**src/rtl/ixreg_pkg.sv**
```systemverilog
package ixreg_pkg;

  localparam logic [31:0] ID_V0 = 32'h9000_0000;
  localparam logic [31:0] ID_V1 = 32'h9000_0001;
  localparam logic [31:0] ID_V2 = 32'h9000_0002;

  localparam logic [31:0] IX_ID       = 32'd0;
  localparam logic [31:0] IX_ENABLE   = 32'd1;
  localparam logic [31:0] IX_WIDTH    = 32'd2;
  localparam logic [31:0] IX_HEIGHT   = 32'd3;
  localparam logic [31:0] IX_MAXW     = 32'd4;
  localparam logic [31:0] IX_MAXH     = 32'd5;
  localparam logic [31:0] IX_DEPTH    = 32'd6;
  localparam logic [31:0] IX_BPP      = 32'd7;
  localparam logic [31:0] IX_CAPS     = 32'd17;
  localparam logic [31:0] IX_CFGDONE  = 32'd20;
  localparam logic [31:0] IX_SYNC     = 32'd21;
  localparam logic [31:0] IX_BUSY     = 32'd22;
  localparam logic [31:0] IX_GUEST    = 32'd23;
  localparam logic [31:0] IX_CUR_ID   = 32'd24;
  localparam logic [31:0] IX_CUR_X    = 32'd25;
  localparam logic [31:0] IX_CUR_Y    = 32'd26;
  localparam logic [31:0] IX_CUR_ON   = 32'd27;
  localparam logic [31:0] IX_SCR_SIZE = 32'd29;
  localparam int unsigned SCR_BASE    = 1792;

  localparam logic [31:0] CAP_BASE   = 32'h0000_0003;
  localparam logic [31:0] CAP_CURSOR = 32'h0000_00E0;

  typedef enum logic [1:0] {
    PSEL_INDEX,
    PSEL_VALUE,
    PSEL_STUB,
    PSEL_NONE
  } port_sel_e;

  function automatic logic id_legal(input logic [31:0] v);
    return (v == ID_V0) || (v == ID_V1) || (v == ID_V2);
  endfunction

endpackage

```
**src/rtl/ixreg_portdec.sv**
```systemverilog
module ixreg_portdec
  import ixreg_pkg::*;
#(
  parameter int unsigned ADDR_W    = 4,
  parameter int unsigned IO_STRIDE = 1
) (
  input  logic [ADDR_W-1:0] addr,
  output port_sel_e         sel
);
  localparam logic [ADDR_W-1:0] OFS_INDEX = '0;
  localparam logic [ADDR_W-1:0] OFS_VALUE = ADDR_W'(IO_STRIDE);
  localparam logic [ADDR_W-1:0] OFS_STUB  = ADDR_W'(2 * IO_STRIDE);

  always_comb begin
    if (addr == OFS_INDEX)      sel = PSEL_INDEX;
    else if (addr == OFS_VALUE) sel = PSEL_VALUE;
    else if (addr == OFS_STUB)  sel = PSEL_STUB;
    else                        sel = PSEL_NONE;
  end
endmodule

```
**src/rtl/ixreg_mode.sv**
```systemverilog
module ixreg_mode #(
  parameter int unsigned MAX_W     = 2368,
  parameter int unsigned MAX_H     = 1770,
  parameter int unsigned ACT_W_RST = 640,
  parameter int unsigned ACT_H_RST = 480,
  parameter int unsigned DEPTH     = 32
) (
  input  logic        clk,
  input  logic        rst_n,
  input  logic        wr_w,
  input  logic        wr_h,
  input  logic        apply,
  input  logic [31:0] wdata,
  output logic [31:0] rd_w,
  output logic [31:0] rd_h,
  output logic [31:0] rd_depth,
  output logic [31:0] rd_bpp
);
  localparam int unsigned DIM_MAX = (MAX_W > MAX_H) ? MAX_W : MAX_H;
  localparam int unsigned DIM_W   = $clog2(DIM_MAX + 1);
  localparam int unsigned PAD_W   = 32 - DIM_W;

  logic [DIM_W-1:0] pend_w_q, pend_w_d, pend_h_q, pend_h_d;
  logic [DIM_W-1:0] act_w_q, act_w_d, act_h_q, act_h_d;
  logic             w_ok, h_ok;

  assign w_ok = (wdata <= 32'(MAX_W));
  assign h_ok = (wdata <= 32'(MAX_H));

  always_comb begin
    pend_w_d = pend_w_q;
    pend_h_d = pend_h_q;
    act_w_d  = act_w_q;
    act_h_d  = act_h_q;
    if (wr_w && w_ok) pend_w_d = wdata[DIM_W-1:0];
    if (wr_h && h_ok) pend_h_d = wdata[DIM_W-1:0];
    if (apply) begin
      if (pend_w_q != '0) act_w_d = pend_w_q;
      if (pend_h_q != '0) act_h_d = pend_h_q;
    end
  end

  always_ff @(posedge clk or negedge rst_n) begin
    if (!rst_n) begin
      pend_w_q <= '0;
      pend_h_q <= '0;
      act_w_q  <= DIM_W'(ACT_W_RST);
      act_h_q  <= DIM_W'(ACT_H_RST);
    end else begin
      pend_w_q <= pend_w_d;
      pend_h_q <= pend_h_d;
      act_w_q  <= act_w_d;
      act_h_q  <= act_h_d;
    end
  end

  assign rd_w     = {{PAD_W{1'b0}}, (pend_w_q != '0) ? pend_w_q : act_w_q};
  assign rd_h     = {{PAD_W{1'b0}}, (pend_h_q != '0) ? pend_h_q : act_h_q};
  assign rd_depth = (DEPTH == 32) ? 32'd24 : 32'(DEPTH);
  assign rd_bpp   = 32'(DEPTH);

  AST_WIDTH_BOUND:  assert property (@(posedge clk) disable iff (!rst_n)
    32'(pend_w_q) <= 32'(MAX_W));
  AST_HEIGHT_BOUND: assert property (@(posedge clk) disable iff (!rst_n)
    32'(pend_h_q) <= 32'(MAX_H));
  AST_WIDTH_KEEP:   assert property (@(posedge clk) disable iff (!rst_n)
    (wr_w && !w_ok) |=> $stable(pend_w_q));
  AST_ACT_NONZERO:  assert property (@(posedge clk) disable iff (!rst_n)
    (act_w_q != '0) && (act_h_q != '0));
endmodule

```
**src/rtl/ixreg_cursor.sv**
```systemverilog
module ixreg_cursor (
  input  logic        clk,
  input  logic        rst_n,
  input  logic        wr_id,
  input  logic        wr_x,
  input  logic        wr_y,
  input  logic        wr_on,
  input  logic [31:0] wdata,
  output logic [31:0] cur_id,
  output logic [31:0] cur_x,
  output logic [31:0] cur_y,
  output logic        vis,
  output logic        evt
);
  logic [31:0] id_d, x_d, y_d;
  logic        vis_d, evt_d, code_hit;

  assign code_hit = (wdata[31:1] == '0);

  always_comb begin
    id_d  = wr_id ? wdata : cur_id;
    x_d   = wr_x  ? wdata : cur_x;
    y_d   = wr_y  ? wdata : cur_y;
    vis_d = vis;
    if (wr_on && code_hit) vis_d = wdata[0];
    evt_d = wr_on && code_hit;
  end

  always_ff @(posedge clk or negedge rst_n) begin
    if (!rst_n) begin
      cur_id <= '0;
      cur_x  <= '0;
      cur_y  <= '0;
      vis    <= 1'b0;
      evt    <= 1'b0;
    end else begin
      cur_id <= id_d;
      cur_x  <= x_d;
      cur_y  <= y_d;
      vis    <= vis_d;
      evt    <= evt_d;
    end
  end

  AST_CUR_HOLD: assert property (@(posedge clk) disable iff (!rst_n)
    (wr_on && (wdata > 32'd1)) |=> $stable(vis));
  AST_CUR_EVT:  assert property (@(posedge clk) disable iff (!rst_n)
    evt |-> (vis == $past(wdata[0])));
endmodule

```
**src/rtl/ixreg_scratch.sv**
```systemverilog
module ixreg_scratch #(
  parameter int unsigned BASE  = 1792,
  parameter int unsigned SCR_N = 8
) (
  input  logic        clk,
  input  logic        rst_n,
  input  logic [31:0] idx,
  input  logic        wr,
  input  logic [31:0] wdata,
  output logic        hit,
  output logic [31:0] rdata
);
  logic [SCR_N-1:0] sel;
  logic [31:0]      bank_q [SCR_N];

  for (genvar g = 0; g < SCR_N; g++) begin : g_ent
    logic [31:0] ent_d;
    assign sel[g] = (idx == 32'(BASE + g));
    assign ent_d  = (wr && sel[g]) ? wdata : bank_q[g];
    always_ff @(posedge clk or negedge rst_n) begin
      if (!rst_n) bank_q[g] <= '0;
      else        bank_q[g] <= ent_d;
    end
  end

  always_comb begin
    rdata = '0;
    for (int i = 0; i < SCR_N; i++) begin
      if (sel[i]) rdata = rdata | bank_q[i];
    end
  end

  assign hit = |sel;

  AST_SCR_ONEHOT: assert property (@(posedge clk) disable iff (!rst_n)
    $onehot0(sel));
endmodule

```
**src/rtl/ixreg_frontend.sv**
```systemverilog
module ixreg_frontend
  import ixreg_pkg::*;
#(
  parameter int unsigned ADDR_W    = 4,
  parameter int unsigned IO_STRIDE = 1,
  parameter int unsigned SCR_N     = 8,
  parameter int unsigned MAX_W     = 2368,
  parameter int unsigned MAX_H     = 1770,
  parameter int unsigned DEPTH     = 32
) (
  input  logic              clk,
  input  logic              rst_n,
  input  logic              io_wr,
  input  logic              io_rd,
  input  logic [ADDR_W-1:0] io_addr,
  input  logic [31:0]       io_wdata,
  output logic [31:0]       io_rdata,
  input  logic              hw_cursor_en,
  input  logic              mode_apply,
  output logic              dev_enable,
  output logic              cfg_done,
  output logic              sync_pulse,
  output logic              cur_evt,
  output logic              cur_vis
);
  port_sel_e   psel;
  logic        val_wr;
  logic [31:0] idx_q, idx_d, id_q, id_d, guest_q, guest_d;
  logic        en_d, cfg_d, sync_d;
  logic [31:0] m_w, m_h, m_depth, m_bpp;
  logic [31:0] c_id, c_x, c_y;
  logic        scr_hit;
  logic [31:0] scr_rdata, val_rdata, port_rdata;

  ixreg_portdec #(.ADDR_W(ADDR_W), .IO_STRIDE(IO_STRIDE)) u_dec (
    .addr(io_addr), .sel(psel));

  assign val_wr = io_wr && (psel == PSEL_VALUE);

  ixreg_mode #(.MAX_W(MAX_W), .MAX_H(MAX_H), .DEPTH(DEPTH)) u_mode (
    .clk(clk), .rst_n(rst_n),
    .wr_w(val_wr && (idx_q == IX_WIDTH)),
    .wr_h(val_wr && (idx_q == IX_HEIGHT)),
    .apply(mode_apply), .wdata(io_wdata),
    .rd_w(m_w), .rd_h(m_h), .rd_depth(m_depth), .rd_bpp(m_bpp));

  ixreg_cursor u_cur (
    .clk(clk), .rst_n(rst_n),
    .wr_id(val_wr && (idx_q == IX_CUR_ID)),
    .wr_x(val_wr && (idx_q == IX_CUR_X)),
    .wr_y(val_wr && (idx_q == IX_CUR_Y)),
    .wr_on(val_wr && (idx_q == IX_CUR_ON)),
    .wdata(io_wdata),
    .cur_id(c_id), .cur_x(c_x), .cur_y(c_y), .vis(cur_vis), .evt(cur_evt));

  ixreg_scratch #(.BASE(SCR_BASE), .SCR_N(SCR_N)) u_scr (
    .clk(clk), .rst_n(rst_n), .idx(idx_q), .wr(val_wr), .wdata(io_wdata),
    .hit(scr_hit), .rdata(scr_rdata));

  always_comb begin
    idx_d   = (io_wr && (psel == PSEL_INDEX)) ? io_wdata : idx_q;
    id_d    = id_q;
    en_d    = dev_enable;
    cfg_d   = cfg_done;
    guest_d = guest_q;
    sync_d  = 1'b0;
    if (val_wr) begin
      unique case (idx_q)
        IX_ID:      if (id_legal(io_wdata)) id_d = io_wdata;
        IX_ENABLE:  en_d    = (io_wdata != '0);
        IX_CFGDONE: cfg_d   = (io_wdata != '0);
        IX_GUEST:   guest_d = io_wdata;
        IX_SYNC:    sync_d  = 1'b1;
        default:    ;
      endcase
    end
  end

  always_ff @(posedge clk or negedge rst_n) begin
    if (!rst_n) begin
      idx_q      <= '0;
      id_q       <= ID_V2;
      dev_enable <= 1'b0;
      cfg_done   <= 1'b0;
      guest_q    <= '0;
      sync_pulse <= 1'b0;
    end else begin
      idx_q      <= idx_d;
      id_q       <= id_d;
      dev_enable <= en_d;
      cfg_done   <= cfg_d;
      guest_q    <= guest_d;
      sync_pulse <= sync_d;
    end
  end

  always_comb begin
    case (idx_q)
      IX_ID:       val_rdata = id_q;
      IX_ENABLE:   val_rdata = {31'd0, dev_enable};
      IX_WIDTH:    val_rdata = m_w;
      IX_HEIGHT:   val_rdata = m_h;
      IX_MAXW:     val_rdata = 32'(MAX_W);
      IX_MAXH:     val_rdata = 32'(MAX_H);
      IX_DEPTH:    val_rdata = m_depth;
      IX_BPP:      val_rdata = m_bpp;
      IX_CAPS:     val_rdata = CAP_BASE | (hw_cursor_en ? CAP_CURSOR : '0);
      IX_CFGDONE:  val_rdata = {31'd0, cfg_done};
      IX_BUSY:     val_rdata = '0;
      IX_GUEST:    val_rdata = guest_q;
      IX_CUR_ID:   val_rdata = c_id;
      IX_CUR_X:    val_rdata = c_x;
      IX_CUR_Y:    val_rdata = c_y;
      IX_CUR_ON:   val_rdata = {31'd0, cur_vis};
      IX_SCR_SIZE: val_rdata = 32'(SCR_N);
      default:     val_rdata = scr_hit ? scr_rdata : '0;
    endcase
  end

  always_comb begin
    unique case (psel)
      PSEL_INDEX: port_rdata = idx_q;
      PSEL_VALUE: port_rdata = val_rdata;
      PSEL_STUB:  port_rdata = '0;
      default:    port_rdata = '1;
    endcase
  end

  assign io_rdata = io_rd ? port_rdata : '0;

  AST_ID_LEGAL:      assert property (@(posedge clk) disable iff (!rst_n)
    id_legal(id_q));
  AST_UNMAPPED_ONES: assert property (@(posedge clk) disable iff (!rst_n)
    (io_rd && (psel == PSEL_NONE)) |-> (io_rdata == 32'hFFFF_FFFF));
  AST_SYNC_SRC:      assert property (@(posedge clk) disable iff (!rst_n)
    sync_pulse |-> $past(io_wr && (psel == PSEL_VALUE)));
  AST_STUB_KEEP_IDX: assert property (@(posedge clk) disable iff (!rst_n)
    (io_wr && (psel == PSEL_STUB)) |=> $stable(idx_q));
endmodule

```
**config.mk**
```make
export PLATFORM = sky130hd
export DESIGN_NAME = ixreg_frontend
export DESIGN_NICKNAME = d
export VERILOG_FILES = /design/src/rtl/ixreg_pkg.sv /design/src/rtl/ixreg_portdec.sv /design/src/rtl/ixreg_mode.sv /design/src/rtl/ixreg_cursor.sv /design/src/rtl/ixreg_scratch.sv /design/src/rtl/ixreg_frontend.sv
export SDC_FILE = /design/constraint.sdc
export NUM_CORES = 1
export LEC_CHECK = 0
export BUFFER_PORTS_ARGS = -buffer_cell sky130_fd_sc_hd__buf_4
export CAP_MARGIN = 30
export CORE_MARGIN = 5
export CORE_UTILIZATION = 32
export CTS_CLUSTER_SIZE = 20
export DETAILED_ROUTE_END_ITERATION = 8
export PLACE_DENSITY_LB_ADDON = 0.25
export SLEW_MARGIN = 10
export SYNTH_ARGS = -nofsm -noshare
export SYNTH_HDL_FRONTEND = slang
export SYNTH_SLANG_ARGS = --single-unit
```
**constraint.sdc**
```tcl
create_clock -name clk -period 7.3 [get_ports clk]
set_clock_uncertainty 0.15 [all_clocks]
set_input_delay 0 -clock clk [delete_from_list [all_inputs] [get_ports clk]]
set_output_delay 0 -clock clk [all_outputs]
set_load 0.1 [all_outputs]
```
==> implementation parameters, run 1 <==
Parameter                              Value

Status
  Status ... finished clean

Worst setup path
  Slack of the worst reg-to-reg path ... 3.02 ns
  Cell type of the slowest stage on the worst timing path ... sky130_fd_sc_hd__dfrtp_2
  FF-to-FF Start ... idx_q[0]$_DFFE_PN0P_
  Kind of critical path ... reg -> out
  Top cell by count, worst path ... sky130_fd_sc_hd__buf_4
  Largest incremental delay on the critical path ... 0.80 ns
  Count of buffer and inverter cells on the critical path ... 3
  Startpoint kind of the worst setup timing path ... flip-flop
  Crit path max-delay family ... buffers and inverters
  Cells along the critical path ... buf_4, nor4bb_4, buf_4, and2_1, a22oi_1, a31oi_1, a311oi_1, a21oi_1, buf_4
  Data required time at the worst endpoint ... 7.15 ns
  CP Capture Type ... output pin
  CP Launch Point ... idx_q[0]$_DFFE_PN0P_
  Depth of the worst register-to-register path ... 7
  Critical path arrival ... 5.02 ns
  Max FO, Critical Path ... 26
  Endpoint of the worst-slack reg-to-reg timing path ... u_scr.bank_q[80]$_DFFE_PN0P_

GRT
  Largest net degree at the start of global routing ... 181
  Global routing's busiest layer ... met2
  Overflow left after global routing ... 0
  Via count of the first global-routing pass ... 16.5k
  Met2 routing resource usage after global routing ... 0.285
  GR met3 Demand/Resource ... 0.0369
  Antenna violations before repair ... 1
  GRT Util Overall ... 0.187
  Wire length of the first global-routing pass ... 112000 um
  Met1 usage in global routing ... 0.276

Synthesis
  Mapped Cells ... 1859
  Mean instance size in the synthesized netlist ... 12.5 sq um
  Unique masters post-synth ... 73
  Primary FF master, synth ... sky130_fd_sc_hd__dfrtp_1
  Sequential-to-total area share from yosys stat ... 0.538
  Async set-reset flop share out of synthesis ... 1.00
  Post-synthesis sequential element count ... 501
  Yosys warns ... 0
  Count of flip-flops with a built-in enable after synthesis ... 0
  Synthesized area ... 23300 sq um
  Net count of the mapped netlist ... 1901

STA
  Period Utilization, post-route ... 0.709
  Hold Vio Cnt, Final ... 0
  Final-report setup violation count ... 0
  Slew at the pin with the worst max-slew slack ... 1.06 ns
  Min Tclk post-route ... 5.17 ns
  Tightest slew margin relative to the limit ... 0.293
  Maximum clock rate ... 193 MHz
  Total negative slack ... 0 ns
  RSZ-0062 raised after global routing ... false
  Final Max Tran Viols ... 0

Power and ir drop
  Part of the total power dissipated in the clock network ... 0.442
  Cell leakage power ... 12.9 nW
  Switching share of power ... 0.264
  Part of the power in combinational logic ... 0.096
  Relative contribution of sequential cells to total power ... 0.462
  Reported net switching power ... 1.66 mW
  Worst vdd rail ir drop ... 0.000193 V
  Design internal power ... 4.63 mW
  Ratio of total power to cell area ... 232 nW/um^2

Drt
  Antenna viol nets, final ... 0
  Post-detailed-routing wire length ... 74700 um
  Remaining DRCs ... 0
  Total iterations of the first detailed-routing run ... 5
  Vias per std cell ... 5.62
  Starting DRC count in detailed routing ... 1533
  Total number of vias ... 16.3k
  WL/cell ... 25.8 um

Finish
  Synthesis-to-layout area growth ... 16.2%
  Share of layout cells above drive strength 1 ... 0.355
  Number of filler instances in the final layout ... 7093
  Post-Layout Cell Count ... 2893
  Finished Cell Area ... 27100 sq um
  Commonest non-fill, non-tap cells in the layout ... sky130_fd_sc_hd__dfrtp_1 (491), sky130_fd_sc_hd__mux2_2 (429), sky130_fd_sc_hd__a22oi_1 (102)
  Area taken by flip-flops and latches ... 12500 sq um
  Nets ... 1934
  Most common library cell in the layout ignoring fill and taps ... sky130_fd_sc_hd__dfrtp_1
  Area of the multi-input gates ... 10000 sq um

CTS
  Clock tree from TritonCTS ... yes
  Clock buffers created by TritonCTS ... 53
  Post-CTS repair timing setup buffer count ... 0
  Resized Gates After CTS ... 0
  Clock network latency to the later pin of the worst-skew pair ... 0.61 ns
  Root Buffer ... sky130_fd_sc_hd__clkbuf_16
  Clock input transition at the sequential cells of the worst setup and hold paths ... 0.06 ns
  Depth of the CTS H-tree ... 2
  CTS Sinks ... 501
  Maximum clock insertion buffer count ... 3

Min path
  Worst Hold End ... sync_pulse$_DFF_PN0_
  Min-Delay Startpoint ... io_addr[2]
  Hold path depth ... 4
  Worst min path class ... in -> reg

Floorplanning
  Placement row count ... 99
  Initial core utilization ... 0.321
  Number of top-level pins ... 79
  Total Die Area ... 78300 sq um
  Core region area ... 72600 sq um
  Die span in y ... 280 um
  DIE WIDTH ... 280 um

Run
  Count of max-cap constraint violations ... 0

Placement
  Number of instances in the placed design ... 2753
  Final RePlAce weighted congestion ... 0.938
  Placed wire-length estimate after detailed placement ... 47100 um
  Placed standard-cell area ... 24800 sq um
  Port Buf Inserts ... 78
[final cells by class]
type | count | area share
clock buffers | 80 | 0.0575
multi-input cells | 1177 | 0.371
repair buffers | 158 | 0.0559
inverters | 1 | 0.000139
clock inverters | 16 | 0.00786
diodes | 1 | 0.0000924
flip-flops and latches | 501 | 0.464
well taps | 959 | 0.0443
[power groups by stage]
stage	clock network, mW	logic, mW	registers, mW
after detailed placement	0	0.571	2.95
after global routing	2.96	0.636	2.91
final	2.78	0.602	2.91
after global placement	0	0.563	2.95
after CTS	2.85	0.591	2.90
after floorplan	0	0.358	2.90
[worst min-delay path: stages]
cell and delay (ns):
sky130_fd_sc_hd__buf_4 0.11, sky130_fd_sc_hd__nor4b_2 0.09, sky130_fd_sc_hd__nand2_1 0.30, sky130_fd_sc_hd__nor4_1 0.20
[cell usage after synthesis, drive strengths merged (3+ instances only)]
master / instances / area [sq um]
a2111oi: 23 / 201
a211oi: 6 / 45.0
a21o: 3 / 22.5
a21oi: 84 / 420
a221oi: 3 / 26.3
a222oi: 10 / 100
a22o: 42 / 368
a22oi: 102 / 766
a2bb2oi: 3 / 26.3
a31oi: 7 / 43.8
and2: 37 / 231
and3: 75 / 469
and4: 3 / 26.3
buf: 68 / 370
clkbuf: 112 / 420
dfrtp: 492 / 12300
dfstp: 9 / 236
mux2: 446 / 5060
mux2i: 30 / 300
nand2: 43 / 169
nand2b: 9 / 56.3
nand3: 40 / 218
nand4: 13 / 87.6
nor2: 35 / 134
nor2b: 7 / 43.8
nor3: 13 / 81.3
nor4: 47 / 343
nor4b: 3 / 32.5
o211ai: 3 / 22.5
o21ai: 10 / 50.1
o22ai: 27 / 169
or2: 3 / 18.8
or3: 4 / 25.0
or4: 21 / 161
[per-layer routing]
metal	wire, um	vias up	part of all wire
met2	33500	507	0.45
met1	34800	8606	0.47
met5	13	-	0.00017
met3	4780	88	0.064
met4	1530	2	0.021
li1	-	7052	-
[how the worst max path moves through the flow]
stage | to | slack [ns] | cells past startpoint
global placement | io_rdata[3] | 2.58 | 8
floorplan | io_rdata[20] | 3.62 | 9
detailed placement | io_rdata[30] | 2.83 | 9
finish | io_rdata[30] | 2.13 | 9
CTS | io_rdata[30] | 2.20 | 9
global route | io_rdata[30] | 1.87 | 7
[state kept, by name (all words and copies together) (netlist names)]
name	count
u_cur.cur_x	32
id_q	32
u_mode.act_h_q	12
u_cur.cur_y	32
u_mode.pend_w_q	12
sync_pulse	1
u_cur.evt	1
u_mode.act_w_q	12
u_cur.vis	1
u_mode.pend_h_q	12
guest_q	32
dev_enable	1
u_cur.cur_id	32
idx_q	32
u_scr.bank_q	256
cfg_done	1
[metrics by stage]
stage          setup WS (ns)   util  power [mW]  hold slack, ns
3_3_place_gp            2.58  0.339        3.52         -0.0473
4_1_cts                 2.20  0.372        6.34         0.00113
3_5_place_dp            2.83  0.342        3.53         -0.0382
5_1_grt                 1.87  0.373        6.51          0.0421
2_1_floorplan           3.62      -        3.26          -0.446
6_report                2.13  0.373        6.29          0.0492
[logic make-up after synthesis]
kind of cell              Yosys count  synth area share
AOI/OAI and AO/OA                 340             0.104
muxes                             477             0.231
buffers and inverters             181            0.0341
xor gates and xnor gates            1          0.000376
and+or+nand+nor                   359            0.0924
DFF                               501             0.538
[timing repair]
item,4_1_cts,5_1_grt
endpoints found under the setup margin,0,0
endpoints found under the hold margin,568,0
hold buffers,39,0
(Power assumes the default switching activity.)
==> inputs of run 2 (changes only) <==
Settings changed: ABC_AREA set to 1.
Clock period 7.3 ns to 4.9 ns, I/O delays scaled along.
==> run 2 against run 1 <==
  * Combinational power up 34%
  * Worst setup slack worse by 1.6 ns
  * Global-route usage up 1.3 points
  * Register-to-register slack worse by 1.6 ns
  * Critical endpoint is now io_rdata[18]
==> implementation parameters, run 2 <==
Parameter                              Value

Status
  Status ... finished clean

Synthesis
  Synthesized area ... 23900 sq um (+2.6%)
  Count leader, synth ... sky130_fd_sc_hd__nand2_1
  Sequential-to-total area share from yosys stat ... 0.525 (-0.0135)
  Async set-reset flop share out of synthesis ... 1.00 (unchanged)
  Top post-synthesis cells by count ... sky130_fd_sc_hd__nand2_1 (958), sky130_fd_sc_hd__dfrtp_1 (492), sky130_fd_sc_hd__o21ai_0 (429), sky130_fd_sc_hd__nand3_1 (324), sky130_fd_sc_hd__inv_1 (239)
  Yosys warns ... 0 (unchanged)
  Mapped Cells ... 3097 (+67%)
  Cell types occupying the most area after synthesis ... sky130_fd_sc_hd__dfrtp_1 (51%), sky130_fd_sc_hd__nand2_1 (15%), sky130_fd_sc_hd__o21ai_0 (9.0%)
  Fraction of synthesized cell area taken by the top area cell type ... 0.515 (-0.0133)
  Unique masters post-synth ... 28 (-62%)
  Mean instance size in the synthesized netlist ... 7.72 sq um (-38%)
  Count of flip-flops with a built-in enable after synthesis ... 0 (unchanged)
  Net count of the mapped netlist ... 3139 (+65%)
  Post-synthesis sequential element count ... 501 (unchanged)
  Primary FF master, synth ... sky130_fd_sc_hd__dfrtp_1
  Library cell with the largest summed area after synthesis ... sky130_fd_sc_hd__dfrtp_1

GRT
  Wire length of the first global-routing pass ... 126000 um (+12%)
  Via count of the first global-routing pass ... 19.9k (+21%)
  GRT Util Overall ... 0.199 (+0.0125)
  Antenna violations before repair ... 1 (unchanged)
  Overflow left after global routing ... 0 (unchanged)
  Largest net degree at the start of global routing ... 155 (-14%)

STA
  Final Max Tran Viols ... 0 (unchanged)
  RSZ-0062 raised after global routing ... false
  Period Utilization, post-route ... 0.897
  Min Tclk post-route ... 4.40 ns
  Final-report setup violation count ... 0 (unchanged)
  Setup slack of the critical path after layout ... 0.505 ns (-1.62 ns)
  Maximum clock rate ... 228 MHz
  Total negative slack ... 0 ns (unchanged)
  Hold Vio Cnt, Final ... 0 (unchanged)
  Tightest slew margin relative to the limit ... 0.350 (+0.0572)
  Slew at the pin with the worst max-slew slack ... 0.972 ns (-0.0893 ns)

Finish
  Reg with most FFs ... u_scr.bank_q
  Count of inserted antenna diode cells ... 0 (-1)
  Number of filler instances in the final layout ... 7848 (+11%)
  Post-Layout Cell Count ... 4136 (+43%)
  Most common library cell in the layout ignoring fill and taps ... sky130_fd_sc_hd__nand2_1
  Largest register FFs ... 256 (unchanged)
  Finished Cell Area ... 27900 sq um (+3.2%)
  Synthesis-to-layout area growth ... 16.8%
  Nets ... 3163 (+64%)
  Share of layout cells above drive strength 1 ... 0.0906 (-0.265)
  Commonest non-fill, non-tap cells in the layout ... sky130_fd_sc_hd__nand2_1 (955), sky130_fd_sc_hd__dfrtp_1 (492), sky130_fd_sc_hd__o21ai_0 (429)

CTS
  Clock input transition at the sequential cells of the worst setup and hold paths ... 0.06 ns (about the same)
  Post-CTS repair timing setup buffer count ... 0 (unchanged)
  Clock buffers created by TritonCTS ... 57 (+7.5%)
  Clock tree from TritonCTS ... yes
  Maximum clock insertion buffer count ... 3 (unchanged)
  Clock network latency to the later pin of the worst-skew pair ... 0.64 ns (+0.03 ns)
  Resized Gates After CTS ... 0 (unchanged)
  Count of hold-fix buffers inserted at cts ... 44 (+13%)
  Depth of the CTS H-tree ... 2 (unchanged)
  CTS Sinks ... 501 (unchanged)
  Root Buffer ... sky130_fd_sc_hd__clkbuf_16

Worst setup path
  Startpoint kind of the worst setup timing path ... flip-flop
  Data required time at the worst endpoint ... 4.75 ns (-2.40 ns)
  Cells along the critical path ... nor2_1, nand2_1, nor2_1, nand2_1, buf_4, nor2_4, nor2_1, nand3_1, nor2_1, nand2_2, nand2_1, nand3_1, a21oi_1, buf_4
  Max FO, Critical Path ... 32 (+23%)
  Largest incremental delay on the critical path ... 0.70 ns (-0.10 ns)
  Critical path arrival ... 4.25 ns (-0.77 ns)
  Cell type of the slowest stage on the worst timing path ... sky130_fd_sc_hd__nand2_2
  Kind of critical path ... reg -> out
  CP Capture Type ... output pin
  Top cell by count, worst path ... sky130_fd_sc_hd__nor2_1

Power and ir drop
  Worst vdd rail ir drop ... 0.000211 V (+9.1%)
  Overall Power ... 9.71 mW (+54%)
  Ratio of total power to cell area ... 348 nW/um^2 (+50%)
  Design internal power ... 7.19 mW (+55%)
  Relative contribution of sequential cells to total power ... 0.440 (-0.022)
  Switching share of power ... 0.260 (-0.00405)
  Part of the power in combinational logic ... 0.083 (-0.013)
  Reported net switching power ... 2.52 mW (+52%)
  Part of the total power dissipated in the clock network ... 0.476 (+0.034)
  Cell leakage power ... 13.2 nW (+2.0%)

Placement
  Placed standard-cell area ... 25400 sq um (+2.4%)
  Placed wire-length estimate after detailed placement ... 51100 um (+8.5%)
  Post-Place Worst Slack ... 1.15 ns (-1.68 ns)
  Port Buf Inserts ... 78 (unchanged)
  Final RePlAce weighted congestion ... 0.869 (-7.4%)
  Number of instances in the placed design ... 3986 (+45%)

Drt
  Total iterations of the first detailed-routing run ... 5 (unchanged)
  WL/cell ... 19.8 um (-23%)
  Antenna viol nets, final ... 0 (unchanged)
  Remaining DRCs ... 0 (unchanged)
  Starting DRC count in detailed routing ... 2001 (+31%)
  Total number of vias ... 21.1k (+30%)
  Vias per std cell ... 5.10 (-9.2%)
  Post-detailed-routing wire length ... 81900 um (+9.6%)

Floorplanning
  DIE WIDTH ... 283 um (+1.2%)
  Placement row count ... 100 (+1.0%)
  Initial core utilization ... 0.322 (+0.000589)
  Total Die Area ... 80300 sq um (+2.5%)
  Number of top-level pins ... 79 (unchanged)
  Core region area ... 74300 sq um (+2.4%)
  Die span in y ... 283 um (+1.2%)

Min path
  Worst min path class ... in -> reg

Run
  Count of max-cap constraint violations ... 0 (unchanged)
==> run 2: cell types whose count changed after synthesis, sizes merged, moves of 60 or more <==
cell,change
a22oi,-102
inv,+245
nand4,+60
mux2,-446
nor2,+173
nand3,+292
and3,-75
nand2,+919
o21ai,+458
==> run 2: cell type report <==
cell class,instances,area [sq um],area share
clock buffer,80,1630,0.0585
clock inverter,25,402,0.0144
inverter,247,927,0.0332
multi-input combinational,2135,9570,0.343
sequential,501,12500,0.449
tap,969,1210,0.0434
timing repair buffer,179,1630,0.0584
==> run 2: path summary, 6_finish.rpt <==
| kind | startpoint | endpoint | slack (ns) | depth (start not counted) |
|---|---|---|---|---|
| max | idx_q[26]$_DFFE_PN0P_ | io_rdata[18] | 0.50 | 14 |
| min | io_addr[1] | sync_pulse$_DFF_PN0_ | 0.05 | 6 |
| max reg2reg | idx_q[15]$_DFFE_PN0P_ | id_q[4]$_DFFE_PN0P_ | 1.42 | 10 |
| min reg2reg | id_q[28]$_DFFE_PN1P_ | id_q[28]$_DFFE_PN1P_ | 0.30 | 2 |
| max in group asynchronous | rst_n | u_scr.bank_q[211]$_DFFE_PN0P_ | 3.33 | 4 |
| min in group asynchronous | rst_n | u_mode.pend_w_q[8]$_DFFE_PN0P_ | 0.43 | 4 |
==> run 2: power groups by stage <==
stage               clock network (mW)  registers, mW  logic, mW
floorplan                            0           4.34      0.436
global placement                     0           4.34      0.780
detailed placement                   0           4.35      0.781
CTS                               4.71           4.27      0.812
global route                      4.87           4.28      0.876
finish                            4.63           4.28      0.807
==> run 2: logic make-up after synthesis <==
| family | Yosys count | synth area share |
|---|---|---|
| AND/OR/NAND/NOR | 1596 | 0.283 |
| flip-flops | 501 | 0.525 |
| AO/OA/AOI/OAI | 539 | 0.115 |
| buffers and inverters | 461 | 0.0775 |
==> run 2: routing by layer <==
layer  wire length, um  vias to the layer above  track usage
li1                  -                    10100            -
met1             37700                    10300        0.291
met2             37100                      677        0.316
met3              5470                      112       0.0282
met4              1520                        2       0.0451
met5                17                        -            0
==> run 2: critical path, delay by kind of cell (launching register included) <==
family | cells | cell delay (ns)
flip-flops | 1 | 0.39
buffers and inverters | 2 | 0.60
AO/OA/AOI/OAI | 1 | 0.15
AND/OR/NAND/NOR | 11 | 2.43
==> run 2: stage by stage <==
stage	hold WS, ns	util
after floorplan	-0.446	-
after global placement	-0.0835	0.341
after detailed placement	-0.0902	0.342
after CTS	0.000967	0.375
after global routing	0.0504	0.376
final	0.0521	0.376
==> inputs of run 3 (changes only) <==
Settings changed: RECOVER_POWER set to 25.
==> run 3 against run 2 <==
  * The flow now finishes with violations (capacitance limit, slew limit)
  * Routed wire length fell by 0.12%
  * Combinational power decreased by 1%
  * Final area down 0.33%
  * Worst setup slack got worse by 0.017 ns
  * Sequential cell count is the same
  * Register-to-register slack got worse by 0.02 ns
  * Global-route usage did not move
  * Sequential share of layout area increased by 0.15 points
  * Via count rose by 0.43%
  * Die area is the same
  * Critical endpoint unchanged
  * Largest cell class unchanged
  * Highest routed layer unchanged
==> implementation parameters, run 3 (synthesized netlist as in run 2, its figures left out) <==
Parameter                              Value

Floorplanning
  DIE WIDTH ... 283 um (unchanged)
  Initial core utilization ... 0.322 (unchanged)
  Die span in y ... 283 um (unchanged)
  Placement row count ... 100 (unchanged)
  Core region area ... 74300 sq um (unchanged)
  Total Die Area ... 80300 sq um (unchanged)
  Number of top-level pins ... 79 (unchanged)

Drt
  Total iterations of the first detailed-routing run ... 6 (+1)
  Vias per std cell ... 5.13 (+0.43%)
  WL/cell ... 19.8 um (-0.12%)
  Post-detailed-routing wire length ... 81800 um (-0.12%)
  Total number of vias ... 21.2k (+0.43%)
  Starting DRC count in detailed routing ... 1918 (-4.1%)
  Remaining DRCs ... 0 (unchanged)
  Antenna viol nets, final ... 0 (unchanged)

Finish
  Area taken by flip-flops and latches ... 12500 sq um (unchanged)
  Count of inserted antenna diode cells ... 0 (unchanged)
  Largest register FFs ... 256 (unchanged)
  Commonest non-fill, non-tap cells in the layout ... sky130_fd_sc_hd__nand2_1 (955), sky130_fd_sc_hd__dfrtp_1 (492), sky130_fd_sc_hd__o21ai_0 (429)
  Number of filler instances in the final layout ... 7862 (+0.18%)
  Finished Cell Area ... 27800 sq um (-0.33%)
  Nets ... 3163 (unchanged)
  Area of the multi-input gates ... 9570 sq um (unchanged)
  Most common library cell in the layout ignoring fill and taps ... sky130_fd_sc_hd__nand2_1
  Synthesis-to-layout area growth ... 16.4%
  Reg with most FFs ... u_scr.bank_q
  Share of layout cells above drive strength 1 ... 0.0890 (-0.00158)

Power and ir drop
  Switching share of power ... 0.260 (about the same)
  Part of the power in combinational logic ... 0.082 (about the same)
  Worst vdd rail ir drop ... 0.000212 V (+0.84%)
  Overall Power ... 9.70 mW (-0.13%)
  Cell leakage power ... 13.1 nW (-0.35%)
  Reported net switching power ... 2.52 mW (-0.20%)
  Design internal power ... 7.18 mW (about the same)
  Ratio of total power to cell area ... 348 nW/um^2 (+0.20%)
  Relative contribution of sequential cells to total power ... 0.441 (about the same)
  Part of the total power dissipated in the clock network ... 0.477 (about the same)

Placement
  Placed wire-length estimate after detailed placement ... 51100 um (unchanged)
  Placed standard-cell area ... 25400 sq um (unchanged)
  Final RePlAce weighted congestion ... 0.869 (unchanged)
  Port Buf Inserts ... 78 (unchanged)

GRT
  Largest net degree at the start of global routing ... 155 (unchanged)
  Wire length of the first global-routing pass ... 126000 um (unchanged)
  Overflow left after global routing ... 0 (unchanged)
  Antenna violations before repair ... 1 (unchanged)
  GRT Util Overall ... 0.199 (unchanged)
  Met1 usage in global routing ... 0.291 (unchanged)
  GR met3 Demand/Resource ... 0.0282 (unchanged)
  Global routing's busiest layer ... met2
  Met2 routing resource usage after global routing ... 0.316 (unchanged)
  Via count of the first global-routing pass ... 19.9k (unchanged)

STA
  Final Max Tran Viols ... 506 (+506)
  Tightest slew margin relative to the limit ... -1.10 (-1.45)
  Final-report setup violation count ... 0 (unchanged)
  Maximum clock rate ... 227 MHz (-0.39%)
  Worst slack on hold paths ... 0.0474 ns (-0.00466 ns)
  Slew at the pin with the worst max-slew slack ... 3.15 ns (+2.18 ns)
  Total negative slack ... 0 ns (unchanged)
  Min Tclk post-route ... 4.41 ns (+0.0173 ns)
  Hold Vio Cnt, Final ... 0 (unchanged)
  Period Utilization, post-route ... 0.900 (+0.00353)
  RSZ-0062 raised after global routing ... false

Status
  Failing checks ... capacitance limit, slew limit
  Status ... finished, violations left

Run
  Count of max-cap constraint violations ... 5 (+5)

Worst setup path
  Data required time at the worst endpoint ... 4.75 ns (about the same)
  Kind of critical path ... reg -> out
  Critical path arrival ... 4.26 ns (about the same)
  Max FO, Critical Path ... 32 (unchanged)
  Startpoint kind of the worst setup timing path ... flip-flop
  CP Capture Type ... output pin

CTS
  Maximum clock insertion buffer count ... 3 (unchanged)
  Clock buffers created by TritonCTS ... 57 (unchanged)
  Root Buffer ... sky130_fd_sc_hd__clkbuf_16
  Clock tree from TritonCTS ... yes
  Post-CTS repair timing setup buffer count ... 0 (unchanged)
  Clock input transition at the sequential cells of the worst setup and hold paths ... 0.06 ns (about the same)
  Clock network latency to the later pin of the worst-skew pair ... 0.64 ns (about the same)
  Depth of the CTS H-tree ... 2 (unchanged)
  CTS Sinks ... 501 (unchanged)

Min path
  Worst min path class ... in -> reg
## run 3: changes by cell type in the layout (fill, tap and decap cells not counted), sizes merged
cell | previous run | this run
buf | 135 | 126
clkbuf | 81 | 90
## run 3: repair_timing
| action | CTS | global route |
|---|---|---|
| hold endpoints to repair | 754 | 0 |
| gates resized for setup | 0 | 0 |
| hold buffers | 44 | 0 |
## run 3: metrics by stage
stage          cells  worst slack (ns)   util
6_report        4136             0.488  0.375
5_1_grt         4136             0.203  0.375
4_1_cts         4135             0.440  0.375
3_5_place_dp    3986              1.15  0.342
3_3_place_gp    3982              1.21  0.341
2_1_floorplan   3097              1.60      -
## run 3: layout make-up
type,instances,share of cell area
flip-flops and latches,501,0.451
multi-input cells,2135,0.344
clock buffers,80,0.0587
repair buffers,179,0.0553
well taps,969,0.0436
inverters,247,0.0333
clock inverters,25,0.0144
## run 3: path summary, 6_finish.rpt
kind                                       start  cells past startpoint  slack (ns)                              to
setup / recovery           idx_q[26]$_DFFE_PN0P_                     14        0.49                    io_rdata[18]
hold / removal                        io_addr[1]                      6        0.05            sync_pulse$_DFF_PN0_
setup reg to reg           idx_q[15]$_DFFE_PN0P_                     10        1.40             id_q[4]$_DFFE_PN0P_
hold reg to reg             id_q[28]$_DFFE_PN1P_                      2        0.31            id_q[28]$_DFFE_PN1P_
max in group asynchronous                  rst_n                      4        0.92    u_scr.bank_q[87]$_DFFE_PN0P_
min in group asynchronous                  rst_n                      4        1.31  u_mode.pend_w_q[8]$_DFFE_PN0P_
## run 3: power by group through the flow
stage | combinational, mW | clock (mW) | sequential [mW]
floorplan | 0.436 | 0 | 4.34
global placement | 0.780 | 0 | 4.34
detailed placement | 0.781 | 0 | 4.35
CTS | 0.812 | 4.71 | 4.27
global route | 0.866 | 4.87 | 4.28
finish | 0.798 | 4.62 | 4.28
## run 3: critical path, stage by stage, from the launching register on
cell,delay [ns]
sky130_fd_sc_hd__dfrtp_1,0.39
sky130_fd_sc_hd__nor2_1,0.12
sky130_fd_sc_hd__nand2_1,0.08
sky130_fd_sc_hd__nor2_1,0.29
sky130_fd_sc_hd__nand2_1,0.33
sky130_fd_sc_hd__buf_4,0.31
sky130_fd_sc_hd__nor2_4,0.42
sky130_fd_sc_hd__nor2_1,0.12
sky130_fd_sc_hd__nand3_1,0.09
sky130_fd_sc_hd__nor2_1,0.05
sky130_fd_sc_hd__nand2_2,0.70
sky130_fd_sc_hd__nand2_1,0.12
sky130_fd_sc_hd__nand3_1,0.12
sky130_fd_sc_hd__a21oi_1,0.14
sky130_fd_sc_hd__buf_4,0.29
## run 3: layer usage
metal  part of all wire  up-vias
met5            0.00021        -
met3              0.067      124
li1                   -    10100
met2               0.45      676
met1               0.46    10300
met4              0.020        2
